===== config.mk =====
export PLATFORM = sky130hd
export DESIGN_NAME = can_wake_rx
export DESIGN_NICKNAME = d
export VERILOG_FILES = /design/src/rtl/can_wake_pkg.sv /design/src/rtl/cwk_mode_sel.sv /design/src/rtl/cwk_wake_filter.sv /design/src/rtl/cwk_wake_hold.sv /design/src/rtl/can_wake_rx.sv
export SDC_FILE = /design/constraint.sdc
export NUM_CORES = 1
export LEC_CHECK = 0
export ABC_AREA = 1
export BUFFER_PORTS_ARGS = -buffer_cell sky130_fd_sc_hd__buf_4
export CAP_MARGIN = 20
export CORE_MARGIN = 1.5
export CORE_UTILIZATION = 52
export DETAILED_ROUTE_END_ITERATION = 12
export PLACE_DENSITY = 0.85
export SETUP_SLACK_MARGIN = 0.15
export SLEW_MARGIN = 15
export SYNTH_ARGS = -nofsm -noshare
export SYNTH_HDL_FRONTEND = slang
export SYNTH_SLANG_ARGS = --single-unit

===== constraint.sdc =====
create_clock -name clk_i -period 1.4 [get_ports clk_i]
set_clock_uncertainty 0.1 [all_clocks]
set_input_delay 0.14 -clock clk_i [delete_from_list [all_inputs] [get_ports clk_i]]
set_output_delay 0.14 -clock clk_i [all_outputs]
set_load 0.01 [all_outputs]

===== src/rtl/can_wake_pkg.sv =====
package can_wake_pkg;
  typedef enum logic {
    MODE_NORMAL  = 1'b0,
    MODE_STANDBY = 1'b1
  } mode_e;
endpackage


===== src/rtl/cwk_mode_sel.sv =====
module cwk_mode_sel
  import can_wake_pkg::*;
(
  input  logic  clk_i,
  input  logic  rst_ni,
  input  logic  stby_i,
  output mode_e mode_o,
  output logic  chg_o
);
  mode_e mode_q;

  always_ff @(posedge clk_i or negedge rst_ni) begin
    if (!rst_ni) mode_q <= MODE_STANDBY;
    else         mode_q <= stby_i ? MODE_STANDBY : MODE_NORMAL;
  end

  assign mode_o = mode_q;
  // request differs from current mode: flush filter state this edge
  assign chg_o  = (stby_i != logic'(mode_q));
endmodule


===== src/rtl/cwk_wake_filter.sv =====
module cwk_wake_filter #(
  parameter int unsigned WAKE_CYC = 100
) (
  input  logic clk_i,
  input  logic rst_ni,
  input  logic arm_i,
  input  logic dom_i,
  output logic det_o
);
  localparam int unsigned CW = $clog2(WAKE_CYC + 1);
  localparam logic [CW-1:0] CNT_TOP = CW'(WAKE_CYC);

  logic [CW-1:0] cnt_q;
  logic          at_top;

  assign at_top = (cnt_q == CNT_TOP);
  // valid once a sample arrives beyond WAKE_CYC consecutive dominant ones
  assign det_o  = arm_i && dom_i && at_top;

  always_ff @(posedge clk_i or negedge rst_ni) begin
    if (!rst_ni)                cnt_q <= '0;
    else if (!arm_i || !dom_i)  cnt_q <= '0;
    else if (!at_top)           cnt_q <= cnt_q + 1'b1;
  end
endmodule


===== src/rtl/cwk_wake_hold.sv =====
module cwk_wake_hold #(
  parameter int unsigned REL_CYC = 50
) (
  input  logic clk_i,
  input  logic rst_ni,
  input  logic arm_i,
  input  logic det_i,
  input  logic dom_i,
  output logic hold_o
);
  localparam int unsigned RW = $clog2(REL_CYC + 1);
  localparam logic [RW-1:0] REL_LAST = RW'(REL_CYC - 1);

  logic          hold_q;
  logic [RW-1:0] rel_q;

  always_ff @(posedge clk_i or negedge rst_ni) begin
    if (!rst_ni) begin
      hold_q <= 1'b0;
      rel_q  <= '0;
    end else if (!arm_i) begin
      hold_q <= 1'b0;
      rel_q  <= '0;
    end else if (det_i) begin
      hold_q <= 1'b1;
      rel_q  <= '0;
    end else if (hold_q) begin
      if (dom_i) begin
        rel_q <= '0;
      end else if (rel_q == REL_LAST) begin
        hold_q <= 1'b0;
        rel_q  <= '0;
      end else begin
        rel_q <= rel_q + 1'b1;
      end
    end
  end

  assign hold_o = hold_q;
endmodule


===== src/rtl/can_wake_rx.sv =====
module can_wake_rx
  import can_wake_pkg::*;
#(
  parameter int unsigned WAKE_CYC = 100,
  parameter int unsigned REL_CYC  = 50
) (
  input  logic clk_i,
  input  logic rst_ni,
  input  logic stby_i,
  input  logic bus_dom_i,
  input  logic supply_ok_i,
  output logic rxd_o
);
  mode_e mode;
  logic  chg;
  logic  arm;
  logic  det;
  logic  hold;
  logic  dom_q;

  cwk_mode_sel u_mode (
    .clk_i  (clk_i),
    .rst_ni (rst_ni),
    .stby_i (stby_i),
    .mode_o (mode),
    .chg_o  (chg)
  );

  assign arm = (mode == MODE_STANDBY) && !chg && supply_ok_i;

  cwk_wake_filter #(.WAKE_CYC(WAKE_CYC)) u_filt (
    .clk_i  (clk_i),
    .rst_ni (rst_ni),
    .arm_i  (arm),
    .dom_i  (bus_dom_i),
    .det_o  (det)
  );

  cwk_wake_hold #(.REL_CYC(REL_CYC)) u_hold (
    .clk_i  (clk_i),
    .rst_ni (rst_ni),
    .arm_i  (arm),
    .det_i  (det),
    .dom_i  (bus_dom_i),
    .hold_o (hold)
  );

  always_ff @(posedge clk_i or negedge rst_ni) begin
    if (!rst_ni) dom_q <= 1'b0;
    else         dom_q <= bus_dom_i;
  end

  assign rxd_o = (mode == MODE_NORMAL) ? !dom_q : !hold;
endmodule


==> results of run 1 <==
[registers in the layout (all words and copies together) (netlist names)]
signal / count
u_hold.hold_o: 1
u_hold.rel_q: 6
u_filt.cnt_q: 7
dom_q: 1
u_mode.mode_o: 1
[cells by family (layout without fill, tap and decap cells)]
group | after synthesis | count (layout) | synth area share
xor+xnor | 2 | 2 | 0.0184
compound gates | 8 | 8 | 0.0513
fa+ha+maj | 4 | 4 | 0.0526
buf+inv | 16 | 42 | 0.0710
simple gates | 67 | 68 | 0.374
mux | 1 | 1 | 0.0105
flops | 16 | 16 | 0.422
[power groups by stage]
stage               logic (mW)  registers (mW)  clock network (mW)
floorplan               0.0270           0.481                   0
global placement        0.0562           0.481                   0
detailed placement      0.0583           0.482                   0
CTS                     0.0806           0.472               0.260
global route            0.0909           0.473               0.286
finish                  0.0839           0.472               0.249
[area by class of cell]
cell class              instances  area, um^2  area share
clock buffers                   4        26.3      0.0201
well taps                      25        31.3      0.0240
repair buffers                 23         200       0.153
flip-flops and latches         16         402       0.308
inverters                      15        63.8      0.0489
multi-input cells              83         582       0.446
[through the flow]
| stage | hold WS [ns] | total power, mW |
|---|---|---|
| finish | 0.0693 | 0.805 |
| CTS | 0.0602 | 0.812 |
| global placement | -0.0933 | 0.537 |
| global route | 0.0716 | 0.849 |
| floorplan | -0.256 | 0.508 |
| detailed placement | -0.0848 | 0.540 |
[per-layer routing]
| layer | routed length (um) | vias to the layer above | GRT usage |
|---|---|---|---|
| met5 | 0 | - | 0 |
| met4 | 53 | 0 | 0.120 |
| met3 | 47 | 8 | 0.0238 |
| met2 | 1250 | 16 | 0.456 |
| met1 | 786 | 417 | 0.240 |
| li1 | - | 428 | - |
[synth_stat cells (2+ instances only)]
cell type	instances	area, um^2
nand4_1	2	12.5
nand2_1	24	90.1
nor2_4	2	22.5
nand3_1	17	85.1
xor2_1	2	17.5
nor2_1	13	48.8
dfrtp_1	15	375
o21ai_2	2	17.5
nand2_4	2	22.5
ha_1	4	50.1
o21ai_0	4	20.0
inv_1	15	56.3
[timing repair]
item,in CTS,in global routing
cloned,1,0
endpoints found under the hold margin,18,0
setup endpoints to repair,14,15
pin swaps,12,6
hold buffers,3,0
setup buffers,9,2
gates resized for setup,19,5
[worst register-to-register path, stage by stage (launching register included)]
cell and delay (ns):
dfrtp_1 0.42, inv_2 0.09, ha_4 0.14, nand3_4 0.06, nor2_4 0.19, nand2_4 0.11, nand2_4 0.11, nand2_1 0.05
o21ai_0 0.07
[cells in the final DEF, fill, tap and decap left out, types with 2 or more instances in the layout]
cell type and count:
nand2_1 23, buf_4 17, dfrtp_1 15, inv_1 12
nor2_1 12, nand3_1 12, nand3_2 5, nor2_4 3
nand2_4 3, o21ai_2 3, clkbuf_4 3, dlygate4sd3_1 3
inv_2 2, nand3_4 2, o21ai_0 2, xor2_1 2
nand4_1 2, ha_1 2, buf_6 2
[worst paths after layout]
path,slack (ns),endpoint
worst max-delay path,-0.02,u_hold.rel_q[1]
worst min-delay path,0.07,u_hold.hold_o
worst max register to register,-0.02,u_hold.rel_q[1]
worst min register to register,0.49,u_hold.rel_q[5]
max in group asynchronous,0.77,u_mode.mode_o
min in group asynchronous,0.18,u_filt.cnt_q[4]
==> impl_metrics.yaml, run 1 <==
cts:
  clkLatencyLatePin_ns: 0.28
  cts_tree: "done"
  cts_root_buf: "clkbuf_4"
  h-tree-depth: 1
  numCtsBuffers: 3
  cts.path.max_buffers: 2
  clock_sinks: 16
  path_clk_slew_ns: 0.09
layout:
  stdcell_count: 166
  antenna_cells: 0
  layout-drive-gt1-share: 0.362
  nets: 151
  design_area_um2: 1310
  syn_to_final_growth_pct: 37.2
  fin_util: 0.756
  fillers: 117
pwr:
  leakagePower_nw: 0.637
  internal_power_mw: 0.617
  p_sw_frac: 0.233
  combPwrFrac: 0.104
  p_clk_frac: 0.309
  vdd_drop_max_mv: 0.536
  p_seq_frac: 0.587
  power_density_nw_per_um2: 617
  p_switching_mw: 0.187
sta:
  period_needed_ns: 1.42
  setup_tns_ns: -0.0984
  max_freq_ghz: 0.703
  finalHoldViolCount: 0
  setup_viol: 7
  worst_slack_ns: -0.0222
  max_slew.worst_pin.slew_ns: 0.266
  period_share: 1.02
  slew_violations: 0
  max_slew_margin: 0.822
  rsz0062_at_grt: "yes"
die:
  rows: 15
  start_util: 0.551
  die_w_um: 45.8
  die_h_um: 45.8
  coreArea_um2: 1730
  pin_count: 6
  die_area_um2: 2090
critical_path:
  cp_common_cell: "nand2_4"
  path_class: "register to register"
  cp_slowest_cell: "dfrtp_1"
  critPathMaxStageDelay_ns: 0.42
  cp.depth: 8
  cp_max_fo: 7
  crit_family: "simple AND/OR/NAND/NOR gates"
  r2r_cells: 8
  cp.required_ns: 1.50
  crit_buf_inv: 1
  crit_start: "u_filt.cnt_q[0]"
  path_cells: "inv_2 > ha_4 > nand3_4 > nor2_4 > nand2_4 > nand2_4 > nand2_1 > o21ai_0"
  r2r_start: "u_filt.cnt_q[0]"
  startpoint_type: "register"
  worstPathArrival_ns: 1.52
  end_kind: "register"
yosys:
  ys_seq_area_frac: 0.422
  synth_edf_count: 0
  postSynthAreaPerCell_um2: 8.34
  synthArstFlopShare: 1.00
  synth.distinct_cells: 24
  syn_nets: 123
  ys_seq_elements: 16
  syn_area_um2: 951
  yosys_warnings: 0
  synth_ff_type: "dfrtp_1"
  netlist_instances: 114
min_path:
  hp-start: "bus_dom_i"
  hold_depth: 3
  hp-class: "input port to register"
detailed_routing:
  wl_mm: 2.14
  drc: 0
  antenna_left: 0
  drtIter0Drc: 17
  routedWlPerCell_um: 12.9
  vias_per_cell: 5.23
  dr.pass1.iters: 5
  vias: 869
global_route:
  antenna_found_initial: 0
  grt_pass1_vias: 801
  grt_pass1_wl_mm: 3.39
  grt-ovfl-total: 0
  grt_usage: 0.234
  grt_start_max_net_pins: 17
placed_design:
  place_ws_ns: -0.0111
  placed_area_um2: 1060
  portBuffers: 5
  dp_cells: 147
  place.gp.congestion: 0.819
  place_hpwl_mm: 1.43
status:
  violations: "negative setup slack"
  status: "finished with violations"
job:
  max-cap-violations: 0
No activity file was read; power rests on OpenSTA's default activity.
==> run 2: changes to the inputs <==
--- a/config.mk
+++ b/config.mk
@@ -8,7 +8,6 @@
 export ABC_AREA = 1
 export BUFFER_PORTS_ARGS = -buffer_cell sky130_fd_sc_hd__buf_4
 export CAP_MARGIN = 20
-export CORE_MARGIN = 1.5
 export CORE_UTILIZATION = 52
 export DETAILED_ROUTE_END_ITERATION = 12
 export PLACE_DENSITY = 0.85
==> run 2 against run 1 <==
  * Fmax down 0.99%
  * Sequential share of layout area up 0.33 points
  * Largest power group unchanged
  * The run still ends with negative setup slack left
  * Clock power about the same
==> impl_metrics.yaml, run 2 (same netlist as run 1, synthesis figures left out) <==
sta:
  max_freq_ghz: 0.696
  finalHoldViolCount: 0
  setup_viol: 4
  slew_violations: 0
  max_slew.worst_pin.slew_ns: 0.245
  setup_tns_ns: -0.0883
  worst_slack_ns: -0.0363
  period_needed_ns: 1.44
  period_share: 1.03
  rsz0062_at_grt: "yes"
  max_slew_margin: 0.836
global_route:
  grt_use_met2: 0.453
  grt_pass1_wl_mm: 3.46
  grt_pass1_vias: 864
  grt_usage: 0.242
  grt-ovfl-total: 0
  gr-max-usage-layer: "met2"
  antenna_found_initial: 0
  gr-usage-met3: 0.0400
  grt_start_max_net_pins: 17
  grt_use_met1: 0.255
detailed_routing:
  wl_mm: 2.22
  dr.pass1.iters: 4
  drtIter0Drc: 28
  drc: 0
  routedWlPerCell_um: 13.3
  vias: 861
  antenna_left: 0
  vias_per_cell: 5.19
layout:
  layout-drive-gt1-share: 0.369
  regMostFlops: "u_filt.cnt_q"
  final_cell_mix: "nand2_1 (22), buf_4 (17), dfrtp_1 (15)"
  nets: 151
  stdcell_count: 166
  largest_reg_flops: 7
  antenna_cells: 0
  largestRegisters: "u_filt.cnt_q (7), u_hold.rel_q (6)"
  syn_to_final_growth_pct: 35.8
  fillers: 125
  final_common_cell: "nand2_1"
cts:
  cts.path.max_buffers: 2
  clkLatencyLatePin_ns: 0.28
  h-tree-depth: 1
  cts_tree: "done"
  path_clk_slew_ns: 0.09
  numCtsBuffers: 3
  clock_sinks: 16
  cts_root_buf: "clkbuf_4"
critical_path:
  cp.required_ns: 1.16
  end_kind: "output port"
  cp_max_fo: 2
  startpoint_type: "register"
  worstPathArrival_ns: 1.20
  path_class: "register to output port"
die:
  die_h_um: 44.8
  coreArea_um2: 1730
  pin_count: 6
  die_w_um: 44.8
  rows: 15
  die_area_um2: 2000
  start_util: 0.551
placed_design:
  place_hpwl_mm: 1.37
  place.gp.congestion: 0.794
  dp_cells: 147
  portBuffers: 5
pwr:
  power_mw: 0.797
  leakagePower_nw: 0.631
  vdd_drop_max_mv: 0.472
  power_density_nw_per_um2: 617
job:
  max-cap-violations: 0
status:
  violations: "negative setup slack"
  status: "finished with violations"
min_path:
  hp-class: "input port to register"
-- run 2: cell counts in the layout (fill, tap and decap cells not counted) --
No cell type changed its count.
-- run 2: final cells by class --
class	instances	area (um^2)	area share
inverter	15	58.8	0.0455
clock buffer	4	26.3	0.0203
multi-input combinational	83	582	0.451
sequential	16	402	0.311
timing repair buffer	23	191	0.148
tap	25	31.3	0.0242
-- run 2: timing repair --
| item | 4_1_cts | 5_1_grt |
|---|---|---|
| hold endpoints to repair | 18 | 0 |
| hold buffers | 3 | 0 |
| setup endpoints to repair | 15 | 15 |
| gates resized for setup | 17 | 4 |
| setup buffers | 7 | 4 |
| cloned | 1 | 0 |
| pin swaps | 11 | 5 |
-- run 2: report_power, final --
group          internal, mW  switching (mW)
combinational        0.0344          0.0436
sequential            0.468         0.00373
clock                 0.110           0.138
-- run 2: final timing paths --
path                                 start               to  slack (ns)  cells past startpoint
max                          u_mode.mode_o            rxd_o       -0.04                      2
min reg2reg                u_filt.cnt_q[6]  u_filt.cnt_q[6]        0.48                      2
min in group asynchronous           rst_ni  u_filt.cnt_q[2]        0.15                      2
min                              bus_dom_i    u_hold.hold_o        0.10                      3
max in group asynchronous           rst_ni    u_mode.mode_o        0.80                      2
max reg2reg                u_filt.cnt_q[1]  u_hold.rel_q[1]       -0.03                      8
-- run 2: worst max-delay path, cell delays in order, from the launching register on --
cell and delay [ns]:
dfstp_2 0.57, mux2i_1 0.21, buf_4 0.15
-- run 2: routing by layer --
metal  wire, um  vias to the layer above
met2       1270                       16
met5          0                        -
met3         47                        6
li1           -                      423
met1        848                      416
met4         49                        0
-- run 2: through the flow --
step / utilization / hold slack, ns / setup slack (ns) / instance area, um^2
finish: 0.748 / 0.102 / -0.0363 / 1290
global route: 0.748 / 0.139 / -0.0915 / 1290
CTS: 0.714 / 0.0859 / -0.0289 / 1230
detailed placement: 0.612 / -0.0901 / 0.0276 / 1060
global placement: 0.612 / -0.0948 / 0.0558 / 1060
floorplan: - / -0.256 / 0.0466 / 968
